## config.mk

```make
export PLATFORM = sky130hd
export DESIGN_NAME = cond_code_unit
export DESIGN_NICKNAME = d
export VERILOG_FILES = /design/src/rtl/cc_pkg.sv /design/src/rtl/cc_lane_compare.sv /design/src/rtl/cc_flag_cell.sv /design/src/rtl/cc_branch_eval.sv /design/src/rtl/cond_code_unit.sv
export SDC_FILE = /design/constraint.sdc
export NUM_CORES = 1
export LEC_CHECK = 0
export BUFFER_PORTS_ARGS = -buffer_cell sky130_fd_sc_hd__buf_2
export CAP_MARGIN = 25
export CORE_AREA = 2 2 68 70
export CTS_CLUSTER_SIZE = 12
export DETAILED_ROUTE_END_ITERATION = 7
export DIE_AREA = 0 0 70 72
export GPL_TIMING_DRIVEN = 0
export PLACE_DENSITY_LB_ADDON = 0.12
export REMOVE_ABC_BUFFERS = 1
export SETUP_SLACK_MARGIN = 0.3
export SYNTH_ARGS = -nofsm -noshare
export SYNTH_HDL_FRONTEND = slang
export SYNTH_SLANG_ARGS = --single-unit
```

## constraint.sdc

```tcl
create_clock -name clk -period 2.2 [get_ports clk]
set_clock_uncertainty 0.05 [all_clocks]
set_input_delay 0.22 -clock clk [delete_from_list [all_inputs] [get_ports clk]]
set_output_delay 0.22 -clock clk [all_outputs]
set_load 0.01 [all_outputs]
```

## src/rtl/cc_pkg.sv

```systemverilog
// Shared types for the condition-code compare unit.
// Assumes two lanes (x, y); encodings below are part of the block's interface.
package cc_pkg;

    localparam int NUM_LANES = 2;

    typedef enum logic [2:0] {
        CMP_EQ = 3'd0,
        CMP_NE = 3'd1,
        CMP_LT = 3'd2,
        CMP_LE = 3'd3,
        CMP_GT = 3'd4,
        CMP_GE = 3'd5
    } cmp_mode_e;

    typedef enum logic [1:0] {
        CMB_OR  = 2'd0,
        CMB_AND = 2'd1,
        CMB_X   = 2'd2,
        CMB_Y   = 2'd3
    } combine_e;

endpackage

```

## src/rtl/cc_lane_compare.sv

```systemverilog
// One lane comparator: evaluates a against b under a 3-bit mode.
// Assumes two's-complement operands. known_o is low for undefined
// mode codes, in which case hit_o carries no meaning.
module cc_lane_compare
    import cc_pkg::*;
#(
    parameter int DATA_W = 24
) (
    input  logic signed [DATA_W-1:0] a_i,
    input  logic signed [DATA_W-1:0] b_i,
    input  logic        [2:0]        mode_i,
    output logic                     hit_o,
    output logic                     known_o
);

    logic is_eq;
    logic is_lt;

    // Primitive relations shared by all modes
    always_comb begin
        is_eq = (a_i == b_i);
        is_lt = (a_i < b_i);
    end

    // Mode decode onto the primitive relations
    always_comb begin
        hit_o   = 1'b0;
        known_o = 1'b1;
        case (mode_i)
            CMP_EQ:  hit_o = is_eq;
            CMP_NE:  hit_o = !is_eq;
            CMP_LT:  hit_o = is_lt;
            CMP_LE:  hit_o = is_lt || is_eq;
            CMP_GT:  hit_o = !(is_lt || is_eq);
            CMP_GE:  hit_o = !is_lt;
            default: known_o = 1'b0;
        endcase
    end

endmodule

```

## src/rtl/cc_flag_cell.sv

```systemverilog
// A single condition-code flag register.
// Assumes synchronous active-low reset; clear has priority over load.
module cc_flag_cell (
    input  logic clk,
    input  logic rst_n,
    input  logic clear_i,
    input  logic load_i,
    input  logic d_i,
    output logic q_o
);

    // Flag storage with reset, clear and conditional load
    always_ff @(posedge clk) begin
        if (!rst_n) begin
            q_o <= 1'b0;
        end else if (clear_i) begin
            q_o <= 1'b0;
        end else if (load_i) begin
            q_o <= d_i;
        end
    end

endmodule

```

## src/rtl/cc_branch_eval.sv

```systemverilog
// Branch condition evaluator: matches each flag against its reference
// bit and merges the two matches under the combine mode.
// Purely combinational; assumes flags come from registers.
module cc_branch_eval
    import cc_pkg::*;
(
    input  logic [NUM_LANES-1:0] flags_i,
    input  logic [NUM_LANES-1:0] ref_i,
    input  logic [1:0]           combine_i,
    output logic                 taken_o
);

    logic [NUM_LANES-1:0] match;

    // Per-lane equality against the reference bit
    always_comb begin
        match = ~(flags_i ^ ref_i);
    end

    // Merge the two lane matches
    always_comb begin
        case (combine_i)
            CMB_OR:  taken_o = |match;
            CMB_AND: taken_o = &match;
            CMB_X:   taken_o = match[0];
            default: taken_o = match[1];
        endcase
    end

endmodule

```

## src/rtl/cond_code_unit.sv

```systemverilog
// Dual condition-code compare unit (top).
// On a compare, lane 0 (x) and lane 1 (y) are compared under their own
// modes and stored in two flags on the next edge; undefined modes keep
// the lane's flag. start_i clears both flags with priority. The branch
// condition is formed combinationally from the stored flags.
module cond_code_unit
    import cc_pkg::*;
#(
    parameter int DATA_W = 24
) (
    input  logic              clk,
    input  logic              rst_n,
    input  logic              start_i,
    input  logic              cmp_valid_i,
    input  logic [DATA_W-1:0] x_a_i,
    input  logic [DATA_W-1:0] x_b_i,
    input  logic [DATA_W-1:0] y_a_i,
    input  logic [DATA_W-1:0] y_b_i,
    input  logic [2:0]        x_mode_i,
    input  logic [2:0]        y_mode_i,
    input  logic              ref_x_i,
    input  logic              ref_y_i,
    input  logic [1:0]        combine_i,
    output logic [1:0]        flags_o,
    output logic              branch_taken_o
);

    logic signed [DATA_W-1:0] lane_a    [NUM_LANES];
    logic signed [DATA_W-1:0] lane_b    [NUM_LANES];
    logic        [2:0]        lane_mode [NUM_LANES];
    logic [NUM_LANES-1:0]     lane_hit;
    logic [NUM_LANES-1:0]     lane_known;
    logic [NUM_LANES-1:0]     flag_q;

    // Gather the x and y operand fields into lane arrays
    always_comb begin
        lane_a[0]    = x_a_i;
        lane_b[0]    = x_b_i;
        lane_mode[0] = x_mode_i;
        lane_a[1]    = y_a_i;
        lane_b[1]    = y_b_i;
        lane_mode[1] = y_mode_i;
    end

    for (genvar g = 0; g < NUM_LANES; g++) begin : g_lane
        cc_lane_compare #(.DATA_W(DATA_W)) u_cmp (
            .a_i     (lane_a[g]),
            .b_i     (lane_b[g]),
            .mode_i  (lane_mode[g]),
            .hit_o   (lane_hit[g]),
            .known_o (lane_known[g])
        );

        cc_flag_cell u_flag (
            .clk     (clk),
            .rst_n   (rst_n),
            .clear_i (start_i),
            .load_i  (cmp_valid_i && lane_known[g]),
            .d_i     (lane_hit[g]),
            .q_o     (flag_q[g])
        );
    end

    cc_branch_eval u_branch (
        .flags_i   (flag_q),
        .ref_i     ({ref_y_i, ref_x_i}),
        .combine_i (combine_i),
        .taken_o   (branch_taken_o)
    );

    // Present the stored flags
    always_comb begin
        flags_o = flag_q;
    end

endmodule

```

==> results of run 1 <==
## power breakdown
group	switching [µW]	internal (µW)
logic	184	226
registers	1.36	38.4
clock network	27.7	116
## through the flow
step	area (µm²)	setup WS [ns]	power, µW	util (%)
2_1_floorplan	1568	0.04418	233.7	-
3_3_place_gp	2193	-0.1478	372.4	51.44
3_5_place_dp	2193	-0.1596	378.0	51.44
4_1_cts	2415	0.2040	567.4	56.63
5_1_grt	2550	0.1360	660.7	59.80
6_report	2550	0.2502	593.1	59.80
## cell usage in the layout (no fill, tap or decap), types with 3 or more instances in the layout
master / synthesis / final
a221oi_1: 4 / 3
a21o_1: 5 / 5
clkbuf_8: 0 / 3
inv_1: 54 / 44
ha_4: 0 / 12
o21ai_0: 8 / 8
and4_1: 6 / 6
buf_2: 0 / 102
buf_6: 0 / 9
a21oi_1: 20 / 20
nand4_1: 6 / 6
nor2b_1: 3 / 3
ha_1: 48 / 36
buf_4: 2 / 8
nand3_1: 6 / 6
inv_2: 0 / 9
nand2_1: 16 / 16
## layout make-up
cell class / instances / area (µm²) / area share [%]
clock buffer: 3 / 41.29 / 1.619
inverter: 54 / 205.2 / 8.047
multi-input combinational: 156 / 1511 / 59.27
sequential: 2 / 40.04 / 1.570
tap: 52 / 65.06 / 2.552
timing repair buffer: 120 / 686.9 / 26.94
## critical path: stages
cell and delay (ns):
buf_2 0.09, inv_2 0.04, ha_4 0.27, nand4_4 0.09, or3_4 0.38, or3_4 0.38, a221oi_2 0.20, and3b_1 0.21
a211oi_2 0.17
## repair_timing
| action | in CTS | in global routing |
|---|---|---|
| hold endpoints to repair | 0 | 0 |
| setup buffers | 6 | 2 |
| gates resized for setup | 17 | 25 |
| setup endpoints to repair | 2 | 2 |
| pin swaps | 12 | 8 |
| hold buffers | 0 | 0 |
| gates cloned | 0 | 0 |
## final timing paths
kind | endpoint | slack [ns] | depth (start not counted)
min | g_lane[0].u_flag.q_o$_SDFFE_PP0P_ | 0.26 | 4
min reg2reg | g_lane[1].u_flag.q_o$_SDFFE_PP0P_ | 0.56 | 2
max | g_lane[0].u_flag.q_o$_SDFFE_PP0P_ | 0.25 | 9
max reg2reg | g_lane[1].u_flag.q_o$_SDFFE_PP0P_ | 1.42 | 2
## cell families (layout without fill, tap and decap cells)
logic type	count (synthesis)	count (layout)	share of synthesized area (%)
AND/OR/NAND/NOR	50	50	20.27
XOR/XNOR	3	3	1.656
adder cells (fa/ha/maj)	48	48	37.86
AO/OA/AOI/OAI	55	55	23.74
flip-flops	2	2	2.524
buffers and inverters	57	177	13.96
## routing by layer
metal	track usage [%]	up-vias	share of wire, %
li1	-	1005	-
met1	15.98	824	39
met2	30.69	65	53
met3	3.750	4	7.1
met4	1.282	0	0.92
met5	0	-	0
==> reports/results.tsv, run 1 <==
stage	metric	value	unit
layout	fillers	395	
synthesis	yosys_warnings	0	
synthesis	yosysSeqAreaShare	2.524	%
drt	drc	0	
synthesis	yosysMostFrequentCell	inv_1	
worst_setup_path	r2r-start	g_lane[1].u_flag.q_o$_SDFFE_PP0P_	
worst_hold_path	hold_class	primary input to flip-flop	
global_route	grt_pass1_wl	6492	µm
timing	worstMarginPinSlew	0.3587	ns
clock_tree	clk_latency	0.21	ns
synthesis	synth_enable_flop_cells	0	
global_route	track_usage	15.00	%
synthesis	syn_area	0.001587	mm²
synthesis	synthTopCellsByCount	54 x inv_1, 48 x ha_1, 20 x a21oi_1	
clock_tree	clk_path_buf_depth	2	
layout	final_cells	387	
drt	ant_nets	0	
worst_hold_path	min_from	start_i	
timing	rsz0062_at_grt	true	
clock_tree	clkTransAtPathRegs	0.03	ns
die	die_x	70	µm
worst_setup_path	critPathLaunchType	primary input	
die	rows	24	
global_route	grt_pass1_vias	1744	
worst_setup_path	startpoint	x_b_i[13]	
die	core_area	0.004264	mm²
status	status	finished clean	
die	die-area	0.005040	mm²
global_route	grt_max_degree	8	
timing	fin_crit	1.950	ns
timing	fmax	512.9	MHz
placement	place_inst	376	
timing	fin_crit_sh	88.63	%
synthesis	synth_area_per_cell	7.379	µm²
pwr	vdd_drop_max	214.0	µV
die	ios	113	
timing	hold_violations	0	
flow_run	drv_cap	0	
timing	finalMaxSlewViolations	0	
layout	area_growth	60.73	%
drt	firstDrtPassIters	4	
die	start_util	37.21	%
layout	nNetsFinal	495	
synthesis	async_reset_ff_share	0	%
placement	dpl.hpwl	3354	µm
clock_tree	cts_buffers	3	
pwr	p_leak	0.001447	µW
drt	wire_per_inst	10.62	µm
pwr	p_per_area	232.6	mW/mm²
timing	tns	0	ns
placement	routabilityCongestion	0.7572	
worst_setup_path	worst_setup_path_end_kind	flip-flop	
synthesis	ys_ff_latch	2	
timing	hold_ws	0.2639	ns
drt	vias	1898	
worst_setup_path	crit_arrival	2.03	ns
layout	largest_reg_flops	2	
clock_tree	root_buffer	clkbuf_8	
worst_setup_path	path_class	primary input to flip-flop	
clock_tree	cts_tree	done	
drt	routed_via_density	4.904	
synthesis	synth_top_area_share	37.85	%
synthesis	ys_top_cells_by_area	ha_1 38%, inv_1 13%, a21oi_1 6.3%	
synthesis	netlist-cell-type-count	44	
global_route	antenna_found_initial	0	
drt	routed_wl	4110	µm
timing	setup_viol	0	
synthesis	syn_inst	215	
placement	io_buffer_count	112	
die	chipHeight	72	µm
worst_setup_path	crit_fanout	2	
worst_setup_path	critPathRequiredTime	2.28	ns
clock_tree	numClockSinks	2	
layout	antenna_cells	0	
global_route	grt-ovfl-total	0	
synthesis	synth_ff_type	dfxtp_1	
layout	top_regs	g_lane.u_flag.q_o x2	
timing	max-slew-margin-rel	75.91	%
layout	regMostFlops	g_lane.u_flag.q_o	
synthesis	synth_top_cell_by_area	ha_1	
layout	drive_above_1_share	47.46	%
clock_tree	cts_max_level	1	
drt	drt-initial-drc-count	22	
No activity file was read; power rests on OpenSTA's default activity.
==> run 2, diff against run 1 <==
- CTS_BUF_LIST: unset -> sky130_fd_sc_hd__clkbuf_16
==> run 2 against run 1 <==
  * Clock-buffer cell count stayed put
  * Flip-flop and latch count did not move
  * First-iteration DRC count increased by 27%
  * Non-clock buffer count rose by 2
  * Clock power is 92% higher
  * Sequential power is essentially flat
  * Critical path type unchanged
==> reports/results.tsv, run 2 (synthesis gave the netlist of run 1 again) <==
stage	metric	value	unit	change
layout	area_growth	62.62	%	was 60.73%
worst_setup_path	max_stage_delay	0.40	ns	was 0.38 ns
die	die_x	70	µm	unchanged
drt	routed_wl	3991	µm	was 4110 µm
die	chipHeight	72	µm	unchanged
worst_setup_path	worst_setup_path_end_kind	flip-flop		unchanged
timing	fin_crit_sh	89.66	%	was 88.63%
worst_setup_path	critPathLaunchType	primary input		unchanged
pwr	cellInternalPower	495.0	µW	was 379.9 µW
die	die-area	0.005040	mm²	unchanged
placement	routabilityCongestion	0.7572		unchanged
die	ios	113		unchanged
flow_run	drv_cap	0		unchanged
layout	regMostFlops	g_lane.u_flag.q_o		unchanged
global_route	grt_pass1_wl	6617	µm	was 6492 µm
layout	drive_above_1_share	47.48	%	was 47.46%
global_route	antenna_found_initial	0		unchanged
worst_setup_path	path_class	primary input to flip-flop		unchanged
die	rows	24		unchanged
drt	drc	0		unchanged
worst_setup_path	crit_fanout	2		unchanged
timing	max-slew-margin-rel	75.95	%	was 75.91%
timing	setup_viol	0		unchanged
timing	fmax	507.0	MHz	was 512.9 MHz
placement	dpl.hpwl	3354	µm	unchanged
clock_tree	numClockSinks	2		unchanged
layout	top_regs	g_lane.u_flag.q_o x2		unchanged
pwr	p_leak	0.001468	µW	was 0.001447 µW
placement	io_buffer_count	112		unchanged
timing	fin_ws	0.2275	ns	was 0.2502 ns
timing	worstMarginPinSlew	0.3580	ns	was 0.3587 ns
clock_tree	cts_hold_buf	0		unchanged
drt	ant_nets	0		unchanged
clock_tree	clkTransAtPathRegs	0.03	ns	about the same
clock_tree	root_buffer	clkbuf_16		was clkbuf_8
global_route	grt_max_degree	8		unchanged
clock_tree	clk_latency	0.22	ns	was 0.21 ns
clock_tree	cts_max_level	1		unchanged
worst_setup_path	worstPathCellList	buf_6, inv_4, ha_4, nand4_4, or3_4, or3_4, a221oi_2, and3b_1, a211oi_2		was buf_2, inv_2, ha_4, nand4_4, or3_4, or3_4, a221oi_2, and3b_1, a211oi_2
drt	wire_per_inst	10.26	µm	was 10.62 µm
placement	place_inst	376		unchanged
die	core_area	0.004264	mm²	unchanged
pwr	netSwitchingFraction	31.27	%	was 35.94%
drt	firstDrtPassIters	4		unchanged
global_route	track_usage	15.41	%	was 15.00%
worst_setup_path	crit_arrival	2.06	ns	was 2.03 ns
timing	fin_crit	1.972	ns	was 1.950 ns
drt	vias	1903		was 1898
worst_setup_path	cpMaxStageDelayCell	or3_4		unchanged
pwr	power_switching	225.2	µW	was 213.2 µW
layout	mostFrequentLayoutCell	buf_2		unchanged
timing	finalMaxSlewViolations	0		unchanged
drt	routed_via_density	4.892		was 4.904
layout	nNetsFinal	497		was 495
pwr	p_seq_share	5.5	%	was 6.7%
status	status	finished clean		unchanged
layout	largest_reg_flops	2		unchanged
clock_tree	cts_buffers	3		unchanged
layout	final_cells	389		was 387
global_route	grt_pass1_vias	1784		was 1744
timing	rsz0062_at_grt	true		unchanged
pwr	vdd_drop_max	297.7	µV	was 214.0 µV
worst_setup_path	critPathRequiredTime	2.29	ns	was 2.28 ns
global_route	grt-ovfl-total	0		unchanged
layout	antenna_cells	0		unchanged
pwr	p_per_area	279.1	mW/mm²	was 232.6 mW/mm²
pwr	p_clk_share	38.1	%	was 24.2%
layout	final_cell_mix	102 x buf_2, 43 x inv_1, 37 x ha_1, 20 x a21oi_1, 16 x nand2_1		was 102 x buf_2, 44 x inv_1, 36 x ha_1, 20 x a21oi_1, 16 x nand2_1
placement	post-place-ws	-0.1596	ns	unchanged
timing	hold_violations	0		unchanged
clock_tree	cts_tree	done		unchanged
worst_hold_path	hold_class	primary input to flip-flop		unchanged
worst_setup_path	path_common_cell	or3_4		unchanged
clock_tree	clk_path_buf_depth	2		unchanged
drt	drt-initial-drc-count	28		was 22
pwr	p_comb_share	56.4	%	was 69.1%
die	start_util	37.21	%	unchanged
==> run 2: cell type report <==
type / count / area [µm²]
multi-input cells: 156 / 1494
clock buffers: 3 / 75.07
inverters: 54 / 207.7
repair buffers: 122 / 698.2
flip-flops and latches: 2 / 40.04
fillers: 398 / 1684
well taps: 52 / 65.06
==> run 2: worst max-delay path: cells and delay by family <==
kind	cells	cell delay [ns]
buffers and inverters	2	0.10
AO/OA/AOI/OAI	2	0.37
AND/OR/NAND/NOR	4	1.10
adder cells (fa/ha/maj)	1	0.27
==> run 2: power by group through the flow <==
| stage | combinational (µW) | sequential, µW | clock [µW] |
|---|---|---|---|
| after CTS | 393 | 39.8 | 281 |
| after global routing | 465 | 40.3 | 284 |
| final | 406 | 39.7 | 274 |
| after detailed placement | 338 | 40.2 | 0 |
| after global placement | 332 | 40.2 | 0 |
| after floorplan | 193 | 40.9 | 0 |
==> run 2: through the flow <==
step / power (µW) / utilization (%) / TNS, ns / hold WS [ns] / cell area, µm²
2_1_floorplan: 233.7 / - / 0 / 0.3481 / 1568
3_3_place_gp: 372.4 / 51.44 / -0.1518 / 0.4676 / 2193
3_5_place_dp: 378.0 / 51.44 / -0.1642 / 0.4709 / 2193
4_1_cts: 713.2 / 58.69 / 0 / 0.2420 / 2502
5_1_grt: 789.8 / 60.50 / 0 / 0.2724 / 2580
6_report: 720.1 / 60.50 / 0 / 0.2415 / 2580
==> run 2: path summary, 6_finish.rpt <==
path	from	endpoint	slack, ns	cells past startpoint
setup / recovery	x_b_i[10]	g_lane[0].u_flag.q_o$_SDFFE_PP0P_	0.23	9
hold / removal	start_i	g_lane[1].u_flag.q_o$_SDFFE_PP0P_	0.24	4
setup reg to reg	g_lane[0].u_flag.q_o$_SDFFE_PP0P_	g_lane[0].u_flag.q_o$_SDFFE_PP0P_	1.45	2
hold reg to reg	g_lane[1].u_flag.q_o$_SDFFE_PP0P_	g_lane[1].u_flag.q_o$_SDFFE_PP0P_	0.52	2
==> run 2: timing repair <==
item / 4_1_cts / 5_1_grt
setup endpoints to repair: 2 / 2
pin swaps: 14 / 10
buffers inserted: 7 / 3
gates resized for setup: 27 / 14
==> run 2: per-layer routing <==
metal / wire length, µm / share of wire [%] / global-route usage (%)
met1: 1553 / 39 / 16.07
met2: 2091 / 52 / 31.53
met3: 305 / 7.6 / 3.611
met4: 41 / 1.0 / 2.564
met5: 0 / 0 / 0
==> run 3, diff against run 2 <==
- ABC_CLOCK_PERIOD_IN_PS: unset -> 2200
- RECOVER_POWER: unset -> 50
==> run 3 against run 2 <==
  * Design area about the same
  * Flip-flop and latch count unchanged
  * Fmax about the same
  * Die area unchanged
  * Worst hold slack about the same
  * Critical path type unchanged
  * Combinational power about the same
  * Largest power group unchanged
==> reports/results.tsv, run 3 (synthesis gave the netlist of run 1 again) <==
stage	metric	value	unit	change
status	status	finished clean		unchanged
clock_tree	cts_max_level	1		unchanged
clock_tree	cts_tree	done		unchanged
timing	hold_violations	0		unchanged
worst_setup_path	crit_arrival	2.06	ns	about the same
worst_setup_path	critPathLaunchType	primary input		unchanged
pwr	vdd_drop_max	297.7	µV	unchanged
pwr	p_clk_share	38.1	%	about the same
timing	max-slew-margin-rel	75.95	%	unchanged
die	die-area	0.005040	mm²	unchanged
global_route	grt_pass1_wl	6617	µm	unchanged
worst_setup_path	r2r_cells	2		unchanged
worst_setup_path	crit_end	g_lane[0].u_flag.q_o$_SDFFE_PP0P_		unchanged
placement	post-place-ws	-0.1596	ns	unchanged
clock_tree	clk_path_buf_depth	2		unchanged
placement	place_inst	376		unchanged
pwr	p_comb_share	56.3	%	was 56.4%
worst_setup_path	r2r-start	g_lane[0].u_flag.q_o$_SDFFE_PP0P_		unchanged
worst_setup_path	critPathRequiredTime	2.29	ns	about the same
timing	worstMarginPinSlew	0.3580	ns	unchanged
die	ios	113		unchanged
layout	mostFrequentLayoutCell	buf_2		unchanged
timing	fin_crit	1.972	ns	about the same
worst_setup_path	path_common_cell	or3_4		unchanged
drt	ant_nets	0		unchanged
global_route	grt.busiest_layer	met2		unchanged
layout	final_cells	389		unchanged
global_route	track_usage	15.41	%	unchanged
die	rows	24		unchanged
layout	area_growth	62.46	%	was 62.62%
layout	largest_reg_flops	2		unchanged
worst_setup_path	worstPathCellList	buf_6, inv_4, ha_4, nand4_4, or3_4, or3_4, a221oi_2, and3b_1, a211oi_2		unchanged
worst_hold_path	hold_class	primary input to flip-flop		unchanged
worst_setup_path	startpoint	x_b_i[10]		unchanged
die	core_area	0.004264	mm²	unchanged
worst_setup_path	cp_top_family	simple AND/OR/NAND/NOR gates		unchanged
layout	regMostFlops	g_lane.u_flag.q_o		unchanged
pwr	cellInternalPower	494.5	µW	was 495.0 µW
clock_tree	root_buffer	clkbuf_16		unchanged
die	chipHeight	72	µm	unchanged
clock_tree	clk_latency	0.22	ns	about the same
timing	rsz0062_at_grt	true		unchanged
drt	drt-initial-drc-count	28		unchanged
layout	nNetsFinal	497		unchanged
worst_setup_path	crit_buf_inv	2		unchanged
worst_setup_path	cpMaxStageDelayCell	or3_4		unchanged
placement	routabilityCongestion	0.7572		unchanged
flow_run	drv_cap	0		unchanged
pwr	p_seq_share	5.5	%	about the same
global_route	grt-ovfl-total	0		unchanged
drt	firstDrtPassIters	4		unchanged
worst_setup_path	path_class	primary input to flip-flop		unchanged
clock_tree	cts_hold_buf	0		unchanged
timing	finalMaxSlewViolations	0		unchanged
global_route	grt_util_met1	16.07	%	unchanged
timing	fin_ws	0.2276	ns	was 0.2275 ns
worst_setup_path	max_stage_delay	0.40	ns	about the same
global_route	antenna_found_initial	0		unchanged
clock_tree	numClockSinks	2		unchanged
placement	io_buffer_count	112		unchanged
layout	drive_above_1_share	46.88	%	was 47.48%
worst_setup_path	r2r-end	g_lane[0].u_flag.q_o$_SDFFE_PP0P_		unchanged
drt	drc	0		unchanged
drt	routed_via_density	4.892		unchanged
timing	hold_ws	0.2415	ns	about the same
clock_tree	clkTransAtPathRegs	0.03	ns	about the same
layout	final_area	0.002577	mm²	was 0.002580 mm²
pwr	netSwitchingFraction	31.30	%	was 31.27%
die	die_x	70	µm	unchanged
drt	routed_wl	3993	µm	was 3991 µm
die	start_util	37.21	%	unchanged
timing	fin_crit_sh	89.66	%	about the same
global_route	grt_pass1_vias	1784		unchanged
global_route	globalRouteMet3Util	3.611	%	unchanged
global_route	grt_max_degree	8		unchanged
pwr	p_per_area	279.3	mW/mm²	was 279.1 mW/mm²
placement	dpl.hpwl	3354	µm	unchanged
timing	fmax	507.0	MHz	about the same
drt	wire_per_inst	10.26	µm	about the same
worst_setup_path	cp.depth	9		unchanged
worst_setup_path	worst_setup_path_end_kind	flip-flop		unchanged
pwr	power_switching	225.3	µW	was 225.2 µW
drt	vias	1903		unchanged
placement	placed_area	0.002193	mm²	unchanged
timing	setup_viol	0		unchanged
layout	antenna_cells	0		unchanged
global_route	met2_usage	31.53	%	unchanged
pwr	p_leak	0.001460	µW	was 0.001468 µW
layout	final_cell_mix	100 x buf_2, 43 x inv_1, 37 x ha_1, 20 x a21oi_1, 16 x nand2_1		was 102 x buf_2, 43 x inv_1, 37 x ha_1, 20 x a21oi_1, 16 x nand2_1
worst_setup_path	crit_fanout	2		unchanged
layout	postLayoutCoreUtil	60.45	%	was 60.50%
clock_tree	cts_buffers	3		unchanged
worst_setup_path	rrSetupSlack	1.45	ns	about the same
layout	top_regs	g_lane.u_flag.q_o x2		unchanged
[run 3: what timing repair did]
action / in CTS / in global routing
setup endpoints to repair: 2 / 2
resized for setup: 27 / 14
buffers inserted: 7 / 3
pin swaps: 14 / 10
[run 3: stage by stage]
stage          total power (µW)  setup TNS [ns]
2_1_floorplan             233.7               0
5_1_grt                   789.4               0
3_3_place_gp              372.4         -0.1518
4_1_cts                   713.2               0
3_5_place_dp              378.0         -0.1642
6_report                  719.8               0
[run 3: layout make-up]
type / count / area [µm²]
timing repair buffer: 122 / 695.7
fill: 400 / 1687
tap: 52 / 65.06
inverter: 54 / 207.7
clock buffer: 3 / 75.07
multi-input combinational: 156 / 1494
sequential: 2 / 40.04
[run 3: power by group through the flow]
stage / Sequential (µW) / Combinational [µW] / Clock (µW)
floorplan: 40.9 / 193 / 0
global placement: 40.2 / 332 / 0
detailed placement: 40.2 / 338 / 0
CTS: 39.8 / 393 / 281
global route: 40.4 / 465 / 284
finish: 39.8 / 406 / 274
[run 3: per-layer routing]
metal,share of wire (%),vias up
li1,-,1010
met1,39,824
met2,52,65
met3,7.6,4
met4,1.0,0
met5,0,-
[run 3: worst min path at each step]
stage            start                                 to  slack [ns]  cells after the start
5_1_grt        start_i  g_lane[1].u_flag.q_o$_SDFFE_PP0P_        0.27                      4
3_3_place_gp   start_i  g_lane[1].u_flag.q_o$_SDFFE_PP0P_        0.47                      4
4_1_cts        start_i  g_lane[1].u_flag.q_o$_SDFFE_PP0P_        0.24                      4
2_1_floorplan  start_i  g_lane[1].u_flag.q_o$_SDFFE_PP0P_        0.35                      3
6_report       start_i  g_lane[1].u_flag.q_o$_SDFFE_PP0P_        0.24                      4
3_5_place_dp   start_i  g_lane[1].u_flag.q_o$_SDFFE_PP0P_        0.47                      4
[run 3: worst min-delay path, delay by kind of cell]
| family | cells | cell delay (ns) |
|---|---|---|
| simple gates | 1 | 0.04 |
| compound gates | 2 | 0.12 |
| buf+inv | 1 | 0.08 |
